[src/rtl/nbmt_pkg.sv]
package nbmt_pkg;
    localparam int SLOTS  = 2;
    localparam int SLOT_W = 1;

    typedef enum logic [1:0] {
        SL_FREE = 2'd0,
        SL_WANT = 2'd1,
        SL_SENT = 2'd2
    } slot_state_e;
endpackage

[src/rtl/nbmt_slot.sv]
module nbmt_slot
    import nbmt_pkg::*;
#(
    parameter int LINE_W = 27,
    parameter int NREG   = 32
) (
    input  logic              clk,
    input  logic              rst_n,
    input  logic              alloc_i,
    input  logic [LINE_W-1:0] line_i,
    input  logic [NREG-1:0]   set_i,
    input  logic              sent_i,
    input  logic              fill_i,
    input  logic              peer_alive_i,
    output logic              busy_o,
    output logic              want_o,
    output logic              young_o,
    output logic [LINE_W-1:0] line_o,
    output logic [NREG-1:0]   regs_o
);
    typedef struct packed {
        slot_state_e       st;
        logic [LINE_W-1:0] line;
        logic [NREG-1:0]   regs;
        logic              young;
    } slot_t;

    slot_t cur_q, nxt_d;

    always_comb begin
        nxt_d = cur_q;
        if (fill_i && cur_q.st == SL_SENT) begin
            nxt_d.st    = SL_FREE;
            nxt_d.regs  = '0;
            nxt_d.young = 1'b0;
        end else if (alloc_i) begin
            nxt_d.st    = SL_WANT;
            nxt_d.line  = line_i;
            nxt_d.regs  = set_i;
            nxt_d.young = peer_alive_i;
        end else begin
            if (sent_i && cur_q.st == SL_WANT) begin
                nxt_d.st = SL_SENT;
            end
            nxt_d.regs = cur_q.regs | set_i;
            if (!peer_alive_i) begin
                nxt_d.young = 1'b0;
            end
        end
    end

    always_ff @(posedge clk) begin
        if (!rst_n) begin
            cur_q <= '{st: SL_FREE, line: '0, regs: '0, young: 1'b0};
        end else begin
            cur_q <= nxt_d;
        end
    end

    assign busy_o  = (cur_q.st != SL_FREE);
    assign want_o  = (cur_q.st == SL_WANT);
    assign young_o = cur_q.young;
    assign line_o  = cur_q.line;
    assign regs_o  = cur_q.regs;


    fill_frees_chk: assert property (@(posedge clk) disable iff (!rst_n)
        (fill_i && cur_q.st == SL_SENT) |=> (cur_q.st == SL_FREE && cur_q.regs == '0));


    free_clean_chk: assert property (@(posedge clk) disable iff (!rst_n)
        (cur_q.st == SL_FREE) |-> (cur_q.regs == '0));
endmodule

[src/rtl/nbmt_scoreboard.sv]
module nbmt_scoreboard
    import nbmt_pkg::*;
#(
    parameter int NREG  = 32,
    parameter int REG_W = 5
) (
    input  logic                       clk,
    input  logic                       rst_n,
    input  logic [SLOTS-1:0][NREG-1:0] regs_i,
    input  logic                       src0_vld,
    input  logic [REG_W-1:0]           src0_tag,
    input  logic                       src1_vld,
    input  logic [REG_W-1:0]           src1_tag,
    output logic [NREG-1:0]            pend_o,
    output logic                       hazard_o
);
    always_comb begin
        pend_o = '0;
        for (int k = 0; k < SLOTS; k++) begin
            pend_o = pend_o | regs_i[k];
        end
        hazard_o = (src0_vld && src0_tag != '0 && pend_o[src0_tag])
                || (src1_vld && src1_tag != '0 && pend_o[src1_tag]);
    end


    zero_reg_chk: assert property (@(posedge clk) disable iff (!rst_n)
        pend_o[0] == 1'b0);
endmodule

[src/rtl/nbmt_tracker.sv]
module nbmt_tracker
    import nbmt_pkg::*;
#(
    parameter int ADDR_W     = 32,
    parameter int LINE_BYTES = 32,
    parameter int NREG       = 32,
    localparam int OFF_W     = $clog2(LINE_BYTES),
    localparam int LINE_W    = ADDR_W - OFF_W,
    localparam int REG_W     = $clog2(NREG)
) (
    input  logic              clk,
    input  logic              rst_n,
    input  logic              lk_valid,
    input  logic              lk_miss,
    input  logic [LINE_W-1:0] lk_line,
    input  logic [REG_W-1:0]  lk_dst,
    input  logic              src0_vld,
    input  logic [REG_W-1:0]  src0_tag,
    input  logic              src1_vld,
    input  logic [REG_W-1:0]  src1_tag,
    output logic              stall,
    output logic [NREG-1:0]   pend_mask,
    output logic              req_valid,
    input  logic              req_ready,
    output logic [LINE_W-1:0] req_line,
    output logic [SLOT_W-1:0] req_slot,
    input  logic              fill_valid,
    input  logic [SLOT_W-1:0] fill_slot
);
    logic [SLOTS-1:0]            busy, want, young, alive, fill_take;
    logic [SLOTS-1:0]            line_hit, alloc, sent;
    logic [LINE_W-1:0]           sl_line [SLOTS];
    logic [SLOTS-1:0][NREG-1:0]  sl_regs, set_mask;
    logic [NREG-1:0]             dst_mask;
    logic                        full, hazard, accept, merge_any, found, pick;

    always_comb begin
        full     = &busy;
        stall    = (lk_valid && full) || hazard;
        accept   = lk_valid && lk_miss && !stall;
        dst_mask = '0;
        dst_mask[lk_dst] = 1'b1;
        dst_mask[0] = 1'b0;
        for (int k = 0; k < SLOTS; k++) begin
            fill_take[k] = fill_valid && (fill_slot == SLOT_W'(k)) && busy[k] && !want[k];
            alive[k]     = busy[k] && !fill_take[k];
            line_hit[k]  = alive[k] && (sl_line[k] == lk_line);
        end
        merge_any = |line_hit;
        alloc = '0;
        found = 1'b0;
        for (int k = 0; k < SLOTS; k++) begin
            if (!busy[k] && !found) begin
                alloc[k] = accept && !merge_any;
                found    = 1'b1;
            end
        end
        for (int k = 0; k < SLOTS; k++) begin
            set_mask[k] = (alloc[k] || (accept && line_hit[k])) ? dst_mask : '0;
        end
        pick      = (want[0] && want[1]) ? young[0] : want[1];
        req_valid = |want;
        req_slot  = pick;
        req_line  = sl_line[pick];
        for (int k = 0; k < SLOTS; k++) begin
            sent[k] = req_valid && req_ready && (pick == SLOT_W'(k));
        end
    end

    for (genvar k = 0; k < SLOTS; k++) begin : g_slot
        nbmt_slot #(.LINE_W(LINE_W), .NREG(NREG)) u_slot (
            .clk          (clk),
            .rst_n        (rst_n),
            .alloc_i      (alloc[k]),
            .line_i       (lk_line),
            .set_i        (set_mask[k]),
            .sent_i       (sent[k]),
            .fill_i       (fill_take[k]),
            .peer_alive_i (alive[SLOTS-1-k]),
            .busy_o       (busy[k]),
            .want_o       (want[k]),
            .young_o      (young[k]),
            .line_o       (sl_line[k]),
            .regs_o       (sl_regs[k])
        );
    end

    nbmt_scoreboard #(.NREG(NREG), .REG_W(REG_W)) u_sb (
        .clk      (clk),
        .rst_n    (rst_n),
        .regs_i   (sl_regs),
        .src0_vld (src0_vld),
        .src0_tag (src0_tag),
        .src1_vld (src1_vld),
        .src1_tag (src1_tag),
        .pend_o   (pend_mask),
        .hazard_o (hazard)
    );


    alloc_req_chk: assert property (@(posedge clk) disable iff (!rst_n)
        (|alloc) |=> req_valid);


    req_hold_chk: assert property (@(posedge clk) disable iff (!rst_n)
        (req_valid && !req_ready) |=> (req_valid && $stable(req_line) && $stable(req_slot)));


    stall_noeffect_chk: assert property (@(posedge clk) disable iff (!rst_n)
        (stall && !fill_valid) |=> $stable(pend_mask));
endmodule

[config.mk]
export PLATFORM = sky130hd
export DESIGN_NAME = nbmt_tracker
export DESIGN_NICKNAME = d
export VERILOG_FILES = /design/src/rtl/nbmt_pkg.sv /design/src/rtl/nbmt_slot.sv /design/src/rtl/nbmt_scoreboard.sv /design/src/rtl/nbmt_tracker.sv
export SDC_FILE = /design/constraint.sdc
export NUM_CORES = 1
export LEC_CHECK = 0
export BUFFER_PORTS_ARGS = -buffer_cell sky130_fd_sc_hd__buf_2
export CAP_MARGIN = 20
export CORE_MARGIN = 1
export CORE_UTILIZATION = 56
export DETAILED_ROUTE_END_ITERATION = 10
export PLACE_DENSITY = 0.87
export RECOVER_POWER = 50
export SLEW_MARGIN = 30
export SYNTH_ARGS = -nofsm -noshare
export SYNTH_HDL_FRONTEND = slang
export SYNTH_SLANG_ARGS = --single-unit
[constraint.sdc]
create_clock -name clk -period 3.9 [get_ports clk]
set_input_delay 0.585 -clock clk [delete_from_list [all_inputs] [get_ports clk]]
set_output_delay 0.585 -clock clk [all_outputs]
set_load 0.05 [all_outputs]
==> results.md <==
Status:
- The run finished with clean final reports.

Clock tree:
- The H-tree was split into 4 levels.
- Post-CTS timing repair inserted 0 buffers for setup.
- Clock-pin slew was measured on the worst setup and hold paths at 0.06 ns.
- The CTS tree is yes.
- The CTS sink count is about 120.
- Post-CTS repair changed the size of 0 cells.
- Clock tree synthesis selected as its root buffer the cell sky130_fd_sc_hd__clkbuf_8.
- The total clock buffers created by CTS is 17.
- The insertion delay to the later sink of the worst-skew pair is ~0.52 ns.
- The number of buffers inserted for hold repair after clock tree synthesis is 0.
- The clock passes through at most 2 buffers.

Yosys:
- The synthesized design contains 0 enable-type register cells.
- The register area share after synthesis is about 40%.
- In this run, synthesis produced a sequential element count of 121.
- The post-synthesis share of cell area spent on full adders, half adders and majority gates is 0%.
- The number of instances in the synthesized netlist is 688.
- Counting instances in the post-synthesis netlist gives the leading cell types as sky130_fd_sc_hd__dfxtp_1 (121), sky130_fd_sc_hd__nor2_1 (55), sky130_fd_sc_hd__o2bb2ai_1 (47).
- Among all cell types in the netlist, the one instantiated most often is sky130_fd_sc_hd__dfxtp_1.
- Of the post-synthesis cell area, the part taken by muxes is between 7 and 8%.
- The mapped netlist covers between 0.006 and 0.007 mm2.
- Yosys printed 0 warnings.
- The dominant synthesized flop cell is sky130_fd_sc_hd__dfxtp_1.
- Yosys mapped the design onto 54 distinct sky130hd cell types.
- Summing the areas of all and, or, nand and nor instances in the mapped netlist gives 21.1% of the synthesized area.
- The compound-cell area share of the yosys netlist is approximately a fifth.
- After synthesis, the largest family of logic cells by area is simple AND/OR/NAND/NOR gates.
- After synthesis, the cell types taking the most area are sky130_fd_sc_hd__dfxtp_1 (39%), sky130_fd_sc_hd__o2bb2ai_1 (6.7%), sky130_fd_sc_hd__xnor2_1 (6.1%).
- The xor and xnor area share after synthesis is under 10%.
- The mean cell area of the mapped netlist is approximately 9 um2.
- The number of nets handed over by synthesis was 739.
- After synthesis, the largest area contributor takes up between 30% and 40% of total cell area.
- The share of synthesized registers carrying an async set or reset is 0%.
- The most area-hungry cell type in the Yosys netlist is sky130_fd_sc_hd__dfxtp_1.

Layout:
- The signed area change from the synthesized netlist to the final layout is 17.2%.
- The multi-input combinational cells in the finished layout cover a total of 0.00344 mm2.
- The count of filler cells inserted in the layout is about 850.
- The number of diodes is 0.
- The area occupied by registers is roughly 0.0024 mm2.
- For this run, the post-layout net count is 825.
- The post-route netlist has between 20% and 30% of its cells at a drive strength greater than 1.

Setup path:
- The critical path launch point type is a flop.
- The sum of buffers and inverters on the critical path is 1.
- The required time of the critical path is 4.31 ns.
- The category of the worst setup path capture point is a flop.
- The setup path with the least slack is of type flop to flop.
- The maximum single-stage delay on the critical path is ~0.63 ns.
- Walking the worst path, the cells encountered are or2_0, mux2_2, mux4_2, nor3b_1, nor4_1, or3_2, clkbuf_2, a31o_2.
- The data arrival time at the worst-slack endpoint is between 3 and 4 ns.
- For this design, the slowest cell found on the critical path is sky130_fd_sc_hd__clkbuf_2.
- In this run the worst path has a maximum fanout of 56.
- Among cell families on the critical path, the largest total delay comes from simple AND/OR/NAND/NOR gates.

Placed design:
- The count of buffers added on input and output ports is between 100 and 150.
- The global placer's final weighted congestion is 0.943.
- After legalization and detailed placement, the total HPWL measured between 10,000 and 15,000 um.

Routing:
- In the final routed layout, each cell accounts on average for 19.9 um.
- The number of routed nets with antenna violations is 0.
- Dividing the detail-routed via count by the number of cells gives 6.36.
- The total wirelength of the detailed-routed design is roughly 18,000 um.
- The number of DRC violations after detailed routing is 0.
- The total number of vias is roughly 5,900.
- The violation count after the first detailed-route iteration is between 400 and 500.
- The first TritonRoute pass finished after 6 iterations.

Timing:
- Setup violations remaining at the end of the flow were counted as 0.
- The number of slew-limit violations in the final report is 0.
- The shortest period the worst path allows is between 3 and 4 ns.
- The final total negative setup slack is 0 ns.
- The worst pin sits at a relative slew slack of a little under a quarter.
- Setup repair after global routing left no endpoint under its margin.
- The hold violation count in the final report came to 0.
- The pin slew with the least headroom to its limit is approximately 1.1 ns.
- The clock arrives with just under 0.007 ns of skew.
- Static timing analysis puts the maximum clock frequency at ~0.28 GHz.
- The worst hold-check slack is about 0.36 ns.
- The post-route fraction of the period consumed by the critical path is 90.5%.

Die:
- The floorplan has 37 rows.
- Measured along the x axis, the die boundary spans ~110 um.
- The floorplan step defined a die boundary enclosing 0.0114 mm2.
- During I/O placement, the number of pins put on the boundary was ~110.
- Once the floorplan was initialized, standard cells occupied between 50% and 60% of the core.
- The y dimension of the die is ~110 um.
- The core area is between 0.01 and 0.015 mm2.

Flow run:
- The count of maximum capacitance violations is 0.

Global routing:
- The initial antenna violation count is 1.
- The total overflow left after global routing is 0.
- Entering global routing, the biggest net connects 57 pins.
- The first global-routing pass estimated between 20,000 and 30,000 um of wire.
- The total global routing track utilization is between 30% and 40%.
- The via count of the first global-routing pass came to 5,397.

Pwr:
- Power spread over the standard cell area amounts to between 400 and 500 mW/mm2.
- For this design the static power due to leakage is around 2.8 nW.
- Across the VDD grid, the largest voltage drop is 0.000414 V.

Min path:
- The path class of the tightest hold or removal check is input pin to flop.
==> kinds of logic (layout without fill, tap and decap cells) <==
kind of cell / after synthesis / count (layout)
other: 1 / 1
XOR/XNOR: 54 / 54
AO/OA/AOI/OAI: 155 / 155
buffers and inverters: 72 / 171
flip-flops: 121 / 121
multiplexers: 38 / 38
AND/OR/NAND/NOR: 247 / 247
==> sequential cells by signal (all words and copies together) (netlist names) <==
signal	cells
g_slot.u_slot.cur_q	4
g_slot.u_slot.line_o	54
g_slot.u_slot.young_o	1
g_slot.u_slot.regs_o	62
==> layout by cell type (no fill, tap or decap), types with 6 or more instances in the layout <==
cell / netlist / final
sky130_fd_sc_hd__o2bb2ai_1: 47 / 47
sky130_fd_sc_hd__o21ai_0: 32 / 32
sky130_fd_sc_hd__a31o_2: 27 / 27
sky130_fd_sc_hd__mux2_2: 30 / 26
sky130_fd_sc_hd__nor3b_1: 7 / 8
sky130_fd_sc_hd__or2_2: 14 / 14
sky130_fd_sc_hd__xor2_1: 11 / 11
sky130_fd_sc_hd__nand4_1: 22 / 22
sky130_fd_sc_hd__buf_2: 5 / 56
sky130_fd_sc_hd__nor2_1: 55 / 55
sky130_fd_sc_hd__mux4_2: 6 / 6
sky130_fd_sc_hd__dfxtp_1: 121 / 121
sky130_fd_sc_hd__nand3_1: 38 / 38
sky130_fd_sc_hd__a22o_1: 15 / 15
sky130_fd_sc_hd__inv_1: 22 / 22
sky130_fd_sc_hd__xnor2_1: 43 / 43
sky130_fd_sc_hd__clkbuf_16: 0 / 16
sky130_fd_sc_hd__nand2_1: 42 / 42
sky130_fd_sc_hd__clkbuf_1: 28 / 57
sky130_fd_sc_hd__nor4_1: 9 / 9
sky130_fd_sc_hd__a21oi_1: 14 / 14
sky130_fd_sc_hd__nor3_1: 20 / 20
==> worst register-to-register path: cells and delay by family (launching register included) <==
family / cells / cell delay (ns)
mux: 2 / 0.77
compound gates: 1 / 0.54
flops: 1 / 0.30
buf+inv: 1 / 0.63
simple gates: 4 / 1.16
==> routing by layer <==
| layer | GRT usage [%] | up-vias | part of all wire (%) | routed length, um |
|---|---|---|---|---|
| li1 | - | 2688 | - | - |
| met2 | 50.2 | 328 | 46 | 8380 |
| met1 | 44.0 | 2808 | 42 | 7650 |
| met3 | 9.97 | 44 | 10 | 1890 |
| met5 | 0 | - | 0.065 | 12 |
| met4 | 9.98 | 2 | 2.1 | 391 |
==> area by class of cell <==
cell class	instances	area share [%]
inverters	22	1.14
clock inverters	10	1.63
flip-flops and latches	121	33.5
multi-input cells	495	47.6
repair buffers	117	7.23
clock buffers	22	6.54
well taps	136	2.35
==> worst paths after layout <==
kind / from / end / slack [ns] / cells past startpoint
worst max register to register: g_slot[0].u_slot.regs_o[9] / g_slot[0].u_slot.line_o[2] / 0.37 / 8
worst min-delay path: req_ready / g_slot[1].u_slot.cur_q[61] / 0.36 / 3
worst max-delay path: g_slot[0].u_slot.regs_o[9] / g_slot[0].u_slot.line_o[2] / 0.37 / 8
worst min register to register: g_slot[1].u_slot.regs_o[5] / g_slot[1].u_slot.regs_o[5] / 0.46 / 1
==> metrics by stage <==
stage	instances	cell area, um2	utilization [%]	power [mW]	worst slack (ns)
finish	923	7230	68.8	3.21	0.371
global route	923	7230	68.8	3.30	0.228
CTS	923	7310	69.6	3.22	0.470
detailed placement	891	6720	64.0	1.69	0.483
global placement	891	6720	63.9	1.68	0.494
floorplan	688	6170	-	1.59	0.729
==> power by group <==
group	total (mW)	internal (mW)	switching, mW
logic	0.389	0.126	0.263
registers	1.28	1.26	0.0214
clock network	1.54	0.976	0.565
total	3.21	2.36	0.850
Power figures use the tool's default switching activity.
